[config.mk]
export PLATFORM = sky130hd
export DESIGN_NAME = lfw_write_mod
export DESIGN_NICKNAME = d
export VERILOG_FILES = /design/src/rtl/lfw_pkg.sv /design/src/rtl/lfw_us_tick.sv /design/src/rtl/lfw_crc_engine.sv /design/src/rtl/lfw_slot_shaper.sv /design/src/rtl/lfw_write_mod.sv
export SDC_FILE = /design/constraint.sdc
export NUM_CORES = 1
export LEC_CHECK = 0
export CAP_MARGIN = 20
export CORE_MARGIN = 2
export CORE_UTILIZATION = 33
export CTS_CLUSTER_DIAMETER = 200
export CTS_CLUSTER_SIZE = 10
export DETAILED_ROUTE_END_ITERATION = 8
export GPL_ROUTABILITY_DRIVEN = 0
export SYNTH_ARGS = -nofsm -noshare
export SYNTH_HDL_FRONTEND = slang
export SYNTH_SLANG_ARGS = --single-unit
[constraint.sdc]
create_clock -name clk_i -period 2.45 [get_ports clk_i]
set_input_delay 0.245 -clock clk_i [delete_from_list [all_inputs] [get_ports clk_i]]
set_output_delay 0.245 -clock clk_i [all_outputs]
set_load 0.01 [all_outputs]
[src/rtl/lfw_pkg.sv]
package lfw_pkg;

  typedef enum logic [2:0] {
    ST_IDLE,
    ST_CRC,
    ST_CHARGE,
    ST_BITS,
    ST_PROG
  } lfw_state_e;

  localparam int DATA_BYTES = 8;
  localparam int DATA_BITS  = DATA_BYTES * 8;
  localparam int FRAME_BITS = 112;

  localparam logic [7:0]  KEY_BYTE  = 8'hBB;
  localparam logic [7:0]  PASS_BYTE = 8'hEB;
  localparam logic [15:0] TRAILER   = 16'h0300;
  localparam logic [15:0] CRC_POLY  = 16'h8408;

  // reflected byte update, data LSB first
  function automatic logic [15:0] crc16_byte(input logic [15:0] crc_in,
                                              input logic [7:0]  b);
    logic [15:0] c;
    c = crc_in ^ {8'h00, b};
    for (int k = 0; k < 8; k++) begin
      c = c[0] ? ((c >> 1) ^ CRC_POLY) : (c >> 1);
    end
    return c;
  endfunction

endpackage

[src/rtl/lfw_us_tick.sv]
module lfw_us_tick #(
  parameter int CLKS_PER_US = 50
) (
  input  logic clk_i,
  input  logic rst_ni,
  input  logic en_i,
  output logic tick_o
);
  localparam int DIV_W = (CLKS_PER_US > 1) ? $clog2(CLKS_PER_US) : 1;
  localparam logic [DIV_W-1:0] DIV_LAST = DIV_W'(CLKS_PER_US - 1);

  logic [DIV_W-1:0] div_q;

  always_ff @(posedge clk_i or negedge rst_ni) begin
    if (!rst_ni)              div_q <= '0;
    else if (!en_i)           div_q <= '0;
    else if (div_q == DIV_LAST) div_q <= '0;
    else                      div_q <= div_q + 1'b1;
  end

  assign tick_o = en_i && (div_q == DIV_LAST);
endmodule

[src/rtl/lfw_crc_engine.sv]
module lfw_crc_engine
  import lfw_pkg::*;
(
  input  logic                 clk_i,
  input  logic                 rst_ni,
  input  logic                 start_i,
  input  logic [DATA_BITS-1:0] data_i,
  output logic                 done_o,
  output logic [15:0]          crc_o
);
  localparam int CNT_W = $clog2(DATA_BYTES + 1);

  logic [DATA_BITS-1:0] sh_q;
  logic [CNT_W-1:0]     left_q;
  logic [15:0]          crc_q;
  logic                 done_q;

  always_ff @(posedge clk_i or negedge rst_ni) begin
    if (!rst_ni) begin
      sh_q   <= '0;
      left_q <= '0;
      crc_q  <= '0;
      done_q <= 1'b0;
    end else begin
      done_q <= 1'b0;
      if (start_i) begin
        sh_q   <= data_i;
        left_q <= CNT_W'(DATA_BYTES);
        crc_q  <= '0;
      end else if (left_q != '0) begin
        crc_q  <= crc16_byte(crc_q, sh_q[7:0]);
        sh_q   <= sh_q >> 8;
        left_q <= left_q - 1'b1;
        if (left_q == CNT_W'(1)) done_q <= 1'b1;
      end
    end
  end

  assign done_o = done_q;
  assign crc_o  = crc_q;
endmodule

[src/rtl/lfw_slot_shaper.sv]
module lfw_slot_shaper #(
  parameter int SLOT_US     = 2000,
  parameter int ONE_OFF_US  = 1000,
  parameter int ZERO_OFF_US = 300
) (
  input  logic clk_i,
  input  logic rst_ni,
  input  logic en_i,
  input  logic tick_i,
  input  logic bit_i,
  output logic gap_o,
  output logic end_o
);
  localparam int SLOT_W = $clog2(SLOT_US + 1);
  localparam logic [SLOT_W-1:0] SLOT_LAST = SLOT_W'(SLOT_US - 1);

  logic [SLOT_W-1:0] us_q;
  logic [SLOT_W-1:0] off_len;

  assign off_len = bit_i ? SLOT_W'(ONE_OFF_US) : SLOT_W'(ZERO_OFF_US);
  assign end_o   = en_i && tick_i && (us_q == SLOT_LAST);
  assign gap_o   = en_i && (us_q < off_len);

  always_ff @(posedge clk_i or negedge rst_ni) begin
    if (!rst_ni)     us_q <= '0;
    else if (!en_i)  us_q <= '0;
    else if (end_o)  us_q <= '0;
    else if (tick_i) us_q <= us_q + 1'b1;
  end
endmodule

[src/rtl/lfw_write_mod.sv]
module lfw_write_mod
  import lfw_pkg::*;
#(
  parameter int CLKS_PER_US = 50,
  parameter int CHARGE_US   = 50000,
  parameter int PROG_US     = 50000,
  parameter int SLOT_US     = 2000,
  parameter int ONE_OFF_US  = 1000,
  parameter int ZERO_OFF_US = 300
) (
  input  logic        clk_i,
  input  logic        rst_ni,
  input  logic        start_i,
  input  logic [63:0] data_i,
  input  logic [15:0] check_i,
  input  logic        auto_check_i,
  output logic        field_o,
  output logic        done_o
);
  localparam int PH_MAX = (CHARGE_US > PROG_US) ? CHARGE_US : PROG_US;
  localparam int PH_W   = $clog2(PH_MAX + 1);
  localparam int BIT_W  = $clog2(FRAME_BITS + 1);

  lfw_state_e           st_q;
  logic [DATA_BITS-1:0] data_q;
  logic [15:0]          chk_q;
  logic [FRAME_BITS-1:0] frame_q;
  logic [BIT_W-1:0]     bits_left_q;
  logic [PH_W-1:0]      ph_cnt_q;
  logic                 done_q;

  logic        busy, us_tick, in_phase, phase_end;
  logic [PH_W-1:0] phase_last;
  logic        crc_start, crc_done;
  logic [15:0] crc_val;
  logic        slot_gap, slot_end;

  assign busy       = (st_q != ST_IDLE);
  assign in_phase   = (st_q == ST_CHARGE) || (st_q == ST_PROG);
  assign phase_last = (st_q == ST_CHARGE) ? PH_W'(CHARGE_US - 1) : PH_W'(PROG_US - 1);
  assign phase_end  = in_phase && us_tick && (ph_cnt_q == phase_last);
  assign crc_start  = (st_q == ST_IDLE) && start_i && (auto_check_i || (check_i == 16'h0000));

  lfw_us_tick #(.CLKS_PER_US(CLKS_PER_US)) u_tick (
    .clk_i  (clk_i),
    .rst_ni (rst_ni),
    .en_i   (in_phase || (st_q == ST_BITS)),
    .tick_o (us_tick)
  );

  lfw_crc_engine u_crc (
    .clk_i   (clk_i),
    .rst_ni  (rst_ni),
    .start_i (crc_start),
    .data_i  (data_i),
    .done_o  (crc_done),
    .crc_o   (crc_val)
  );

  lfw_slot_shaper #(
    .SLOT_US     (SLOT_US),
    .ONE_OFF_US  (ONE_OFF_US),
    .ZERO_OFF_US (ZERO_OFF_US)
  ) u_slot (
    .clk_i  (clk_i),
    .rst_ni (rst_ni),
    .en_i   (st_q == ST_BITS),
    .tick_i (us_tick),
    .bit_i  (frame_q[0]),
    .gap_o  (slot_gap),
    .end_o  (slot_end)
  );

  always_ff @(posedge clk_i or negedge rst_ni) begin
    if (!rst_ni)        ph_cnt_q <= '0;
    else if (phase_end) ph_cnt_q <= '0;
    else if (in_phase && us_tick) ph_cnt_q <= ph_cnt_q + 1'b1;
  end

  always_ff @(posedge clk_i or negedge rst_ni) begin
    if (!rst_ni) begin
      st_q        <= ST_IDLE;
      data_q      <= '0;
      chk_q       <= '0;
      frame_q     <= '0;
      bits_left_q <= '0;
      done_q      <= 1'b0;
    end else begin
      done_q <= 1'b0;
      unique case (st_q)
        ST_IDLE: if (start_i) begin
          data_q <= data_i;
          chk_q  <= check_i;
          st_q   <= crc_start ? ST_CRC : ST_CHARGE;
        end
        ST_CRC: if (crc_done) begin
          chk_q <= crc_val;
          st_q  <= ST_CHARGE;
        end
        ST_CHARGE: if (phase_end) begin
          frame_q     <= {TRAILER, chk_q, data_q, PASS_BYTE, KEY_BYTE};
          bits_left_q <= BIT_W'(FRAME_BITS);
          st_q        <= ST_BITS;
        end
        ST_BITS: if (slot_end) begin
          frame_q     <= frame_q >> 1;
          bits_left_q <= bits_left_q - 1'b1;
          if (bits_left_q == BIT_W'(1)) st_q <= ST_PROG;
        end
        ST_PROG: if (phase_end) begin
          done_q <= 1'b1;
          st_q   <= ST_IDLE;
        end
        default: st_q <= ST_IDLE;
      endcase
    end
  end

  assign field_o = in_phase || ((st_q == ST_BITS) && !slot_gap);
  assign done_o  = done_q;
endmodule

==> flow_summary.toml <==
[clocking]
clock-sinks = 315
cts_root_buf = "clkbuf_16"
numCtsBuffers = 37
cts.htree.levels = 2
cts_tree = "done"
cts.clk_slew.worst_paths_ns = 0.06
clk-insertion-delay-late_ns = 0.52
cts_buffer_depth = 3

[power_and_ir_drop]
vdd_drop_max_uv = 448.6
switchingPower_w = 0.003246
power.share.clock = 0.385
power_frac_seq = 0.471
p_leak_nw = 8.239
p_int_w = 0.008944
swShare = 0.2663
power_frac_comb = 0.143
power_density_nw_per_um2 = 694.1

[global_route]
grt_usage = 0.1506
grt_pass1_wl_um = 56700
use_met1 = 0.2124
grt_start_max_net_pins = 73
grt_pass1_vias = 10183
antenna_found_initial = 0
grt-busiest-layer = "met2"
grt-ovfl-total = 0
met2_usage = 0.2419
grt_use_met3 = 0.02470

[setup_path]
end_kind = "output port"
critPathLaunch = "u_slot.us_q[6]"
r2r-end = "frame_q[75]"
rrSetupSlack_ns = 0.16
cp-start-kind = "flip-flop"
r2r_cells = 6
worstSetupPathType = "reg -> out"
path_max_fanout = 7
crit_end = "field_o"
worstReg2RegStart = "ph_cnt_q[10]"
cp.arrival_ns = 2.07
worstPathRequired_ns = 2.20

[final_layout]
n_antenna_cell = 0
drive_gt1_frac = 0.2592
fin_nets = 1503
fin_util = 0.3962
synthToLayoutAreaGrowth_pct = 18.25

[sta]
skew_ns = 0.01736
max_freq_mhz = 432.9
relSlewSlack = 0.5250
tightest_slew_ns = 0.7026
setup_violations = 0
finalCritPeriodShare = 0.9430
rsz0062_at_grt = "no"
period_needed_ns = 2.310
whs_ns = 0.2597
hold_viol_final = 0
slew_violations = 0

[yosys]
yosysWarningCount = 0
synth-seq-area-share = 0.5308
yosysMostFrequentCell = "dfrtp_1"
synth_nets = 1404
synth_top_area_frac = 0.5308
async_flop_share = 1.000
synthTopCellsByCount = "dfrtp_1, nand2_1, mux2_2, nor2_1, o21ai_0"
synth_area_leaders = "dfrtp_1, mux2_2, nand2_1"
synth-edff-count = 0
netlist_instances = 1308
synth_top_area_cell = "dfrtp_1"
synth_area_um2 = 14850
synth_flop_cell = "dfrtp_1"
ys_types = 63
syn_avg_cell_area_um2 = 11.35
synth_seq_cells = 315

[drt]
detail_route.vias_per_cell = 4.927
drt_iter0_drc = 593
num_vias = 9853
firstDrtPassIters = 4
finalWirelength_um = 34390
wl_per_cell_um = 17.20
ant_nets = 0
route.detailed.drc = 0

[floorplanning]
start_util = 0.3351
core_um2 = 44320
die_area_um2 = 46710
rows = 77
die-height_um = 216.1
die_w_um = 216.1
num_io_pins = 86

[flow_run]
drv_cap = 0

[placed_design]
dp_hpwl_um = 23780
io_buffers = 85

[hold_path]
hold_path_class = "in -> async"

[outcome]
status = "finished clean"
[layer usage]
layer  part of all wire  up-vias  routed length [um]
met4              0.021        0                 717
met2               0.47      156               16050
li1                   -     4710                   -
met5                  0        -                   0
met1               0.48     4935               16570
met3              0.031       52                1055
[flip-flops by register name, indices dropped and copies added, names as in the netlist]
signal and flops:
frame_q 106, data_q 64, u_crc.sh_q 64, chk_q 16
ph_cnt_q 16, u_crc.crc_o 16, u_slot.us_q 11, bits_left_q 7
u_tick.div_q 6, u_crc.left_q 4, st_q 3, done_o 1
u_crc.done_o 1
[repair_timing]
item	in CTS	in global routing
setup buffers	0	1
gates cloned	0	0
hold buffers	1	0
endpoints found under the hold margin	55	0
gates resized for setup	1	3
pin swaps	0	1
setup endpoints to repair	1	16
[power groups by stage]
stage          logic [W]  clock network [W]  registers (W)
2_1_floorplan    0.00116                  0        0.00570
3_3_place_gp     0.00171                  0        0.00583
3_5_place_dp     0.00176                  0        0.00584
4_1_cts          0.00177            0.00483        0.00575
5_1_grt          0.00196            0.00507        0.00577
6_report         0.00175            0.00470        0.00575
[worst max-delay path: stages, from the launching register on]
cell	delay, ns
dfrtp_2	0.46
ha_1	0.29
nand2_1	0.05
a21oi_1	0.13
o21ai_1	0.09
a41oi_2	0.22
dlygate4sd2_1	0.30
[stage by stage]
step	power, W	TNS [ns]	setup slack, ns	std cells	instance area [um2]
finish	0.01219	0	0.1397	2000	17560
global route	0.01280	0	0.03305	2000	17560
global placement	0.007547	-6.449	-0.1358	1958	16570
CTS	0.01235	0	0.01069	1999	17530
floorplan	0.006853	0	0.3545	1308	14850
detailed placement	0.007598	-7.282	-0.1499	1958	16570
[cells by family (layout without fill, tap and decap cells)]
family                     count (synthesis)  in the layout  synth area share
xor gates and xnor gates                  36             36           0.02174
adders and majority gates                 12             12           0.01011
muxes                                    284            284            0.2164
and+or+nand+nor                          447            447            0.1361
AOI/OAI and AO/OA                        113            113           0.05182
DFF                                      315            315            0.5308
buffers and inverters                    101            201           0.03311
[cell usage in the layout (no fill, tap or decap), types with 6 or more instances in the layout]
cell type          n
xor2_1            10
nand2_1          289
o31ai_1            6
ha_1              12
nand3_1           19
nor2_1            40
inv_1             25
mux2_2           244
a211oi_1           6
clkdlybuf4s50_1   83
mux2i_1           27
nor4_1            11
clkbuf_16         37
a21oi_1           23
a22o_1            12
and3_1            14
nor3_1            13
o21ai_0           31
o22a_1            12
nand4_1           15
buf_12            12
buf_4             38
mux2_4            13
xnor2_1           25
dfrtp_1          314
[layout make-up]
class	count	area [um2]
multi-input cells	892	6501
fillers	4327	26760
repair buffers	136	1390
well taps	592	740.7
flip-flops and latches	315	7884
clock buffers	37	925.9
inverters	25	93.84
clock inverters	3	25.02
[worst min path at each step]
stage | from | to
after global routing | rst_ni | u_tick.div_q[0]
after CTS | rst_ni | u_tick.div_q[5]
final | rst_ni | u_tick.div_q[0]
after global placement | rst_ni | u_tick.div_q[5]
after floorplan | rst_ni | bits_left_q[0]
after detailed placement | rst_ni | u_tick.div_q[0]
(Power assumes the default switching activity.)
